<file path="src/rtl/pal_pkg.sv">
`timescale 1ns/1ps
package pal_pkg;
  // Strobes from the load controller to the array datapath
  typedef struct packed {
    logic shift;   // shift one image bit in
    logic drop;    // leave the live state
    logic commit;  // enter the live state
  } palStrobe_t;
endpackage

</file>
<file path="src/rtl/pal_ctrl.sv">
`timescale 1ns/1ps
module pal_ctrl
  import pal_pkg::*;
#(
  parameter int CFG_BITS = 1808
) (
  input  logic       clk,
  input  logic       rstN,
  input  logic       progEn,
  output palStrobe_t strb
);
  localparam int CW = $clog2(CFG_BITS + 2);
  localparam logic [CW-1:0] FULL = CW'(CFG_BITS);
  localparam logic [CW-1:0] OVER = CW'(CFG_BITS + 1);

  logic [CW-1:0] shiftCnt;
  logic          progEnQ;

  always_ff @(posedge clk) begin
    if (!rstN) begin
      shiftCnt <= '0;
      progEnQ  <= 1'b0;
    end else begin
      progEnQ <= progEn;
      if (progEn) begin
        if (shiftCnt != OVER) shiftCnt <= shiftCnt + CW'(1);
      end else begin
        shiftCnt <= '0;
      end
    end
  end

  always_comb begin
    strb.shift  = progEn;
    strb.drop   = progEn;
    strb.commit = !progEn && progEnQ && (shiftCnt == FULL);
  end
endmodule

</file>
<file path="src/rtl/pal_out_cell.sv">
`timescale 1ns/1ps
module pal_out_cell #(
  parameter int TERMS = 7
) (
  input  logic [TERMS-1:0] terms,
  input  logic             invBit,
  input  logic             enBit,
  input  logic             live,
  output logic             cellOut,
  output logic             cellOe
);
  logic sumVal;
  logic polVal;

  always_comb begin
    sumVal  = |terms;
    polVal  = sumVal ^ invBit;
    cellOe  = live & enBit;
    cellOut = cellOe & polVal;
  end
endmodule

</file>
<file path="src/rtl/pal_datapath.sv">
`timescale 1ns/1ps
module pal_datapath
  import pal_pkg::*;
#(
  parameter int NUM_DED       = 10,
  parameter int NUM_IO        = 6,
  parameter int NUM_OUT       = 8,
  parameter int TERMS_PER_OUT = 7
) (
  input  logic               clk,
  input  logic               rstN,
  input  palStrobe_t         strb,
  input  logic               progData,
  input  logic [NUM_DED-1:0] dedIn,
  input  logic [NUM_IO-1:0]  pinIn,
  output logic [NUM_OUT-1:0] pinOut,
  output logic [NUM_OUT-1:0] pinOe
);
  localparam int NUM_ARR   = NUM_DED + NUM_IO;
  localparam int NUM_LIT   = 2 * NUM_ARR;
  localparam int NUM_TERMS = NUM_OUT * TERMS_PER_OUT;
  localparam int FUSE_BITS = NUM_TERMS * NUM_LIT;
  localparam int CFG_BITS  = FUSE_BITS + 2 * NUM_OUT;

  logic [CFG_BITS-1:0]  cfgBits;
  logic                 live;
  logic [NUM_ARR-1:0]   arrIn;
  logic [NUM_LIT-1:0]   lits;
  logic [NUM_TERMS-1:0] termVal;

  // Image shift chain and live flag
  always_ff @(posedge clk) begin
    if (!rstN) begin
      cfgBits <= '0;
      live    <= 1'b0;
    end else begin
      if (strb.shift) cfgBits <= {cfgBits[CFG_BITS-2:0], progData};
      if (strb.drop)        live <= 1'b0;
      else if (strb.commit) live <= 1'b1;
    end
  end

  assign arrIn = {pinIn, dedIn};

  // True and complemented literal lines
  for (genvar k = 0; k < NUM_ARR; k++) begin : g_lit
    assign lits[2*k]   = arrIn[k];
    assign lits[2*k+1] = ~arrIn[k];
  end

  // Programmable AND plane: an unset bit masks its literal to 1
  for (genvar t = 0; t < NUM_TERMS; t++) begin : g_term
    assign termVal[t] = &(~cfgBits[t*NUM_LIT +: NUM_LIT] | lits);
  end

  // Fixed OR plane and output cells
  for (genvar c = 0; c < NUM_OUT; c++) begin : g_cell
    pal_out_cell #(.TERMS(TERMS_PER_OUT)) u_cell (
      .terms  (termVal[c*TERMS_PER_OUT +: TERMS_PER_OUT]),
      .invBit (cfgBits[FUSE_BITS + 2*c]),
      .enBit  (cfgBits[FUSE_BITS + 2*c + 1]),
      .live   (live),
      .cellOut(pinOut[c]),
      .cellOe (pinOe[c])
    );
  end
endmodule

</file>
<file path="src/rtl/pal_array.sv">
`timescale 1ns/1ps
module pal_array
  import pal_pkg::*;
#(
  parameter int NUM_DED       = 10,
  parameter int NUM_IO        = 6,
  parameter int NUM_OUT       = 8,
  parameter int TERMS_PER_OUT = 7
) (
  input  logic               clk,
  input  logic               rstN,
  input  logic               progEn,
  input  logic               progData,
  input  logic [NUM_DED-1:0] dedIn,
  input  logic [NUM_IO-1:0]  pinIn,
  output logic [NUM_OUT-1:0] pinOut,
  output logic [NUM_OUT-1:0] pinOe
);
  localparam int NUM_LIT  = 2 * (NUM_DED + NUM_IO);
  localparam int CFG_BITS = NUM_LIT * NUM_OUT * TERMS_PER_OUT + 2 * NUM_OUT;

  palStrobe_t strb;

  pal_ctrl #(.CFG_BITS(CFG_BITS)) u_ctrl (
    .clk   (clk),
    .rstN  (rstN),
    .progEn(progEn),
    .strb  (strb)
  );

  pal_datapath #(
    .NUM_DED      (NUM_DED),
    .NUM_IO       (NUM_IO),
    .NUM_OUT      (NUM_OUT),
    .TERMS_PER_OUT(TERMS_PER_OUT)
  ) u_dp (
    .clk     (clk),
    .rstN    (rstN),
    .strb    (strb),
    .progData(progData),
    .dedIn   (dedIn),
    .pinIn   (pinIn),
    .pinOut  (pinOut),
    .pinOe   (pinOe)
  );
endmodule

</file>
<file path="config.mk">
export PLATFORM = sky130hd
export DESIGN_NAME = pal_array
export DESIGN_NICKNAME = d
export VERILOG_FILES = /design/src/rtl/pal_pkg.sv /design/src/rtl/pal_ctrl.sv /design/src/rtl/pal_out_cell.sv /design/src/rtl/pal_datapath.sv /design/src/rtl/pal_array.sv
export SDC_FILE = /design/constraint.sdc
export NUM_CORES = 2
export LEC_CHECK = 0
export CORE_MARGIN = 10
export CORE_UTILIZATION = 25
export CTS_CLUSTER_SIZE = 8
export DETAILED_ROUTE_END_ITERATION = 6
export DONT_BUFFER_PORTS = 1
export REMOVE_ABC_BUFFERS = 1
export SYNTH_ARGS = -nofsm -noshare
export SYNTH_HDL_FRONTEND = slang
export SYNTH_SLANG_ARGS = --single-unit
</file>
<file path="constraint.sdc">
create_clock -name clk -period 2.7 [get_ports clk]
set_clock_uncertainty 0.2 [all_clocks]
set_input_delay 0.27 -clock clk [delete_from_list [all_inputs] [get_ports clk]]
set_output_delay 0.27 -clock clk [all_outputs]
set_load 0.02 [all_outputs]
</file>
# Yosys cells after proc, flatten, opt, wreduce, memory -nomap -nowiden
# Index checks and enable logic that the tools add are counted.
dict set report classes {
  reduce_logical 69
  addsub 1
  n_eq_ne 2
  bitwise 153
}
# operator count
set ops {}
lappend ops {{$not A32 Y32} 56}
lappend ops {{$or A32 B32 Y32} 56}
lappend ops {{$reduce_and A32 Y1} 56}
lappend ops {{$reduce_or A7 Y1} 8}
lappend ops {{$not A1 Y1} 17}
lappend ops {{$and A1 B1 Y1} 16}
lappend ops {{$add A11 B1 Y11 const B} 1}
lappend ops {{$eq A11 B11 Y1 const B} 1}
lappend ops {{$ne A11 B11 Y1 const B} 1}
lappend ops {{$xor A1 B1 Y1} 8}
lappend ops {{$logic_and A1 B1 Y1} 2}
lappend ops {{$reduce_and A2 Y1} 1}
lappend ops {{$reduce_or A2 Y1} 1}
lappend ops {{$logic_not A1 Y1} 1}
dict set report totals {
  wordCells 229
  regBits 1821
  out_inout_bits 16
}

# Depth between registers and ports, before layout
dict set report depth {
  ltp_word 6
  ltp_mapped 9
  mapped_depth_nobuf 6
}

# Hierarchy
# Synthesis repeated with hierarchy kept, for this count alone.
dict set report hier_totals {
  cells_unflattened 7220
  area_unflattened_um2 80587.3
}
# mod area_per_inst_um2 instances cells_per_inst seq_area_each_um2
set by_module_without_submodules {}
lappend by_module_without_submodules {pal_datapath 79640.1 1 7101 36214.7}
lappend by_module_without_submodules {pal_ctrl 606.8 1 71 240.2}
lappend by_module_without_submodules {pal_out_cell 42.5 8 6 0.0}

# Least setup slack after synthesis
# OpenSTA, ideal clock, no wires.
dict set report synth_timing {
  kind {input-to-output}
  from {in dedIn[9]}
  to {out pinOut[7]}
  t_required_ns 2.230
  stages 9
  setup_slack_ns 0.456
  arrival_ns 1.774
  cell_sequence {buf_4 -> buf_4 -> mux2i_1 -> nand4_1 -> nor4_1 -> or4_1 -> nor3_1 -> and3b_1 -> buf_4}
}
dict set report synth_via {
  elab_chain_cells 6
}
# item line_no
set synth_rtl {}
lappend synth_rtl {{start: declaration} pal_array.sv:14} ;# input logic [NUM_DED-1:0] dedIn,
lappend synth_rtl {{$not A1 Y1} pal_datapath.sv:48} ;# assign lits[2*k+1] = ~arrIn[k];
lappend synth_rtl {{$or A32 B32 Y32} pal_datapath.sv:53} ;# assign termVal[t] = &(~cfgBits[t*NUM_LIT +: NUM_LIT] | lits);
lappend synth_rtl {{$reduce_and A32 Y1} pal_datapath.sv:53}
lappend synth_rtl {{$reduce_or A7 Y1 *} pal_out_cell.sv:16} ;# sumVal = |terms;
lappend synth_rtl {{$xor A1 B1 Y1 *} pal_out_cell.sv:17} ;# polVal = sumVal ^ invBit;
lappend synth_rtl {{$and A1 B1 Y1 *} pal_out_cell.sv:19} ;# cellOut = cellOe & polVal;
lappend synth_rtl {{end: declaration} pal_array.sv:16} ;# output logic [NUM_OUT-1:0] pinOut,
# Every way passes the cells marked *; elsewhere a longest branch is shown, timed or not.

# Worst setup path after layout
dict set report layout_timing {
  from {reg u_dp.cfgBits[1137]}
  to {out pinOut[5]}
}
dict set report layout_via {
  elab_chain_cells 6
}
# item line_no
set layout_rtl {}
lappend layout_rtl {{start: declaration} pal_datapath.sv:25} ;# logic [CFG_BITS-1:0] cfgBits;
lappend layout_rtl {{start signal: assignment} pal_datapath.sv:37} ;# if (strb.shift) cfgBits <= {cfgBits[CFG_BITS-2:0], progData};
lappend layout_rtl {{$not A32 Y32} pal_datapath.sv:53}
lappend layout_rtl {{$or A32 B32 Y32} pal_datapath.sv:53}
lappend layout_rtl {{$reduce_and A32 Y1} pal_datapath.sv:53}
lappend layout_rtl {{$reduce_or A7 Y1} pal_out_cell.sv:16}
lappend layout_rtl {{$xor A1 B1 Y1} pal_out_cell.sv:17}
lappend layout_rtl {{$and A1 B1 Y1} pal_out_cell.sv:19}
# Every way passes these cells.

==> results.tsv <==
metric	value	unit
outcome	finished with violations	
failing checks	slew limit, setup timing	
via/cell ratio	4.40	
Mapped Cells	7225	
DIE HEIGHT	584	um
share of cells above drive strength 1	11.6	%
Top-Level Pins	36	
gp weighted congestion	0.711	
syn_area_per_cell	11.0	sq um
sequential share of the synthesized area	45.8	%
Reg2Reg Depth	6	
CTS sink cnt	1821	
Tot Pwr	58.8	mW
# nets final	7215	
xor/xnor share of the synthesized area	0.0770	%
FMAX	325	MHz
Netlist cell types	32	
Worst Hold End	u_dp.cfgBits[1420]$_SDFFE_PN0P_	
EDFF count, synth	0	
CP max FO	3	
Slowest-stage cell, CP	dfxtp_1	
ys flop type	dfxtp_1	
number of core rows	207	
clock latency on the worst-skew pair	0.79	ns
max-cap viol count	0	
worst hold stages	4	
vias in the first global route	50216	
H-tree depth	5	
mux cell area share after synthesis	34.0	%
min-delay src	progEn	
final hold vios	0	
Tightest Hold Check Type	in2reg	
global route overflow	0	
clock transition at the registers of the reported paths	0.05	ns
grt met2 use	16.7	%
area of the die	341000	sq um
worst setup margin	-0.377	ns
dpl cells	10951	
Initial Util	25.1	%
worst-case clock buffer depth	4	
worst slew pin tran	1.67	ns
Critical Path Sink Type	output pin	
HPWL reported at the end of detailed placement	88.4	mm
Post-synth ARST share	0	%
Final Util	29.4	%
DRT iter0 DRCs	2678	
Via Count	50150	
worst reg2reg setup slack	0.63	ns
met1 usage	14.7	%
initial antenna violation count	5	
Mapped Area	79600	sq um
total CTS buffers	269	
Worst VDD drop	0.404	mV
Tot GR Track Use	10.5	%
routed wire length per instance	16.8	um
Detailed Routing Iterations Pass 1	5	
Max Transition Viols Final	211	
final setup violation count	8	
Synth Area in Adders	0.0471	%
post-synthesis compound-gate area fraction	0.0927	%
largest net degree at the start of global routing	416	
M3 GR Usage	1.62	%
pwr dens	631	nW/um^2
placed cell area	83300	sq um
register bit count reported by yosys	1821	
WP data required	2.23	ns
crit-path cells	mux2i_1 -> nand4_1 -> nor4_2 -> buf_4 -> or3_1 -> nor3_2 -> and3b_2 -> buf_12	
design area	93300	sq um
CTS Root Cell	clkbuf_16	
largest family of logic cells by synthesized area	multiplexers	
Core Area	318000	sq um
reg-to-reg startpoint	u_ctrl.shiftCnt[5]$_SDFFE_PN0P_	
Finished Layout Cells	11398	
synth warn	0	
Rel. slew slack	-11.2	%
RSZ-0062 raised after global routing	yes	
global-route wire length before repair	292	mm
simple-gate portion of the synthesized area	17.0	%
Largest stage delay, worst path	0.32	ns
critical path type	reg2out	
Final period util	114	%
IO buf count	0	
startpoint types	register	
area growth from synthesis to layout	17.2	%
Leak	37.8	nW
DR DRC count	0	
busiest grt layer	met2	
Worst EP arrival	2.61	ns
CTS tree	yes	
Final min period	3.08	ns
Reg-to-Reg End	u_ctrl.shiftCnt[2]$_SDFFE_PN0P_	
routed wire length	192	mm
die span in x	584	um
post-route ant nets	0	
[layout by cell type (no fill, tap or decap), types with 3 or more instances in the layout]
cell	synthesis	layout
and2_1	8	8
a21oi_1	3	3
clkbuf_1	296	3
mux2i_1	2704	2681
nor4_2	0	25
and3b_1	8	4
inv_6	0	5
dfxtp_1	1821	1468
or4_4	5	8
nand3_1	5	5
or3_4	0	6
nor2b_1	1808	1808
and3_1	5	5
buf_16	0	23
or3_1	10	4
diode_2	0	6
clkbuf_16	0	290
dfxtp_2	0	353
nor4_4	0	11
dlygate4sd3_1	0	100
ha_1	3	3
nor2_1	10	10
and3b_2	0	4
buf_4	81	59
nor3_2	3	7
bufbuf_16	0	10
nand4_1	224	224
xor2_1	4	4
xnor2_1	3	3
nand2_1	4	4
o21ai_1	8	7
nor4_1	56	20
buf_6	15	6
mux2i_2	0	22
inv_1	3	3
[timing repair]
action / 4_1_cts / 5_1_grt
setup endpoints to repair: 1292 / 813
gates resized for setup: 329 / 126
hold buffers: 105 / 1
gates cloned: 12 / 10
hold endpoints to repair: 573 / 2
buffers inserted: 25 / 8
pin swaps: 64 / 50
[worst max-delay path, delay by kind of cell, from the launching register on]
family                 cells  cell delay (ns)
buffers and inverters      2             0.31
flip-flops                 1             0.32
multiplexers               1             0.23
AND/OR/NAND/NOR            5             0.95
[worst max path at each step]
stage / slack (ns) / start / cells after the start / endpoint
2_1_floorplan: 0.80 / u_ctrl.shiftCnt[5]$_SDFFE_PN0P_ / 6 / u_ctrl.shiftCnt[2]$_SDFFE_PN0P_
3_3_place_gp: -2.23 / progEn / 6 / u_dp.cfgBits[0]$_SDFFE_PN0P_
3_5_place_dp: -2.33 / progEn / 6 / u_dp.cfgBits[84]$_SDFFE_PN0P_
4_1_cts: -0.51 / u_dp.cfgBits[800]$_SDFFE_PN0P_ / 7 / pinOut[3]
5_1_grt: -0.51 / u_dp.cfgBits[1204]$_SDFFE_PN0P_ / 7 / pinOut[5]
6_report: -0.38 / u_dp.cfgBits[1137]$_SDFFE_PN0P_ / 8 / pinOut[5]
[flip-flops by register name (all words and copies together) (netlist names)]
signal and count:
u_ctrl.shiftCnt 11, u_ctrl.progEnQ 1, u_dp.live 1, u_dp.cfgBits 1808
[metal layers]
metal / share of wire [%] / wire (um)
met5: 0 / 0
met1: 50 / 96200
met3: 3.1 / 5960
met4: 2.0 / 3780
met2: 45 / 85700
[area by class of cell]
| class | count | area, sq um |
|---|---|---|
| Fill cell | 32354 | 224000 |
| Clock buffer | 284 | 7040 |
| Clock inverter | 7 | 76.3 |
| Sequential cell | 1821 | 36900 |
| Timing Repair Buffer | 211 | 2760 |
| Inverter | 3 | 11.3 |
| Multi-Input combinational cell | 4886 | 41300 |
| Tap cell | 4180 | 5230 |
| Antenna cell | 6 | 15.0 |
[power by group]
group / internal (mW) / leakage, nW / total, mW / switching [mW]
clock: 18.2 / 3.50 / 29.4 / 11.3
sequential: 26.9 / 14.8 / 26.9 / 0.00367
combinational: 1.33 / 19.4 / 2.44 / 1.12
[Yosys cell counts (10+ instances only)]
library cell / n / area, sq um
nor2_1: 10 / 37.5
buf_4: 81 / 608
buf_2: 28 / 140
nor2b_1: 1808 / 11300
mux2i_1: 2704 / 27100
buf_1: 95 / 357
dfxtp_1: 1821 / 36500
or3_1: 10 / 62.6
buf_6: 15 / 169
nand4_1: 224 / 1400
clkbuf_1: 296 / 1110
nor4_1: 56 / 350
[metrics by stage]
stage | TNS, ns | hold WS, ns | worst slack (ns)
finish | -2.68 | 0.0130 | -0.377
global route | -3.63 | 0.0163 | -0.514
CTS | -270.02 | 0.0352 | -0.509
detailed placement | -2206.82 | 0.212 | -2.33
global placement | -2061.26 | 0.220 | -2.23
floorplan | 0 | 0.146 | 0.797
[logic make-up after synthesis]
group                    count (synthesis)
multiplexers                          2705
AND/OR/NAND/NOR                       2157
flip-flops                            1821
buffers and inverters                  518
AO/OA/AOI/OAI                           14
XOR/XNOR                                 7
adder cells (fa/ha/maj)                  3
No activity file was read; power rests on OpenSTA's default activity.
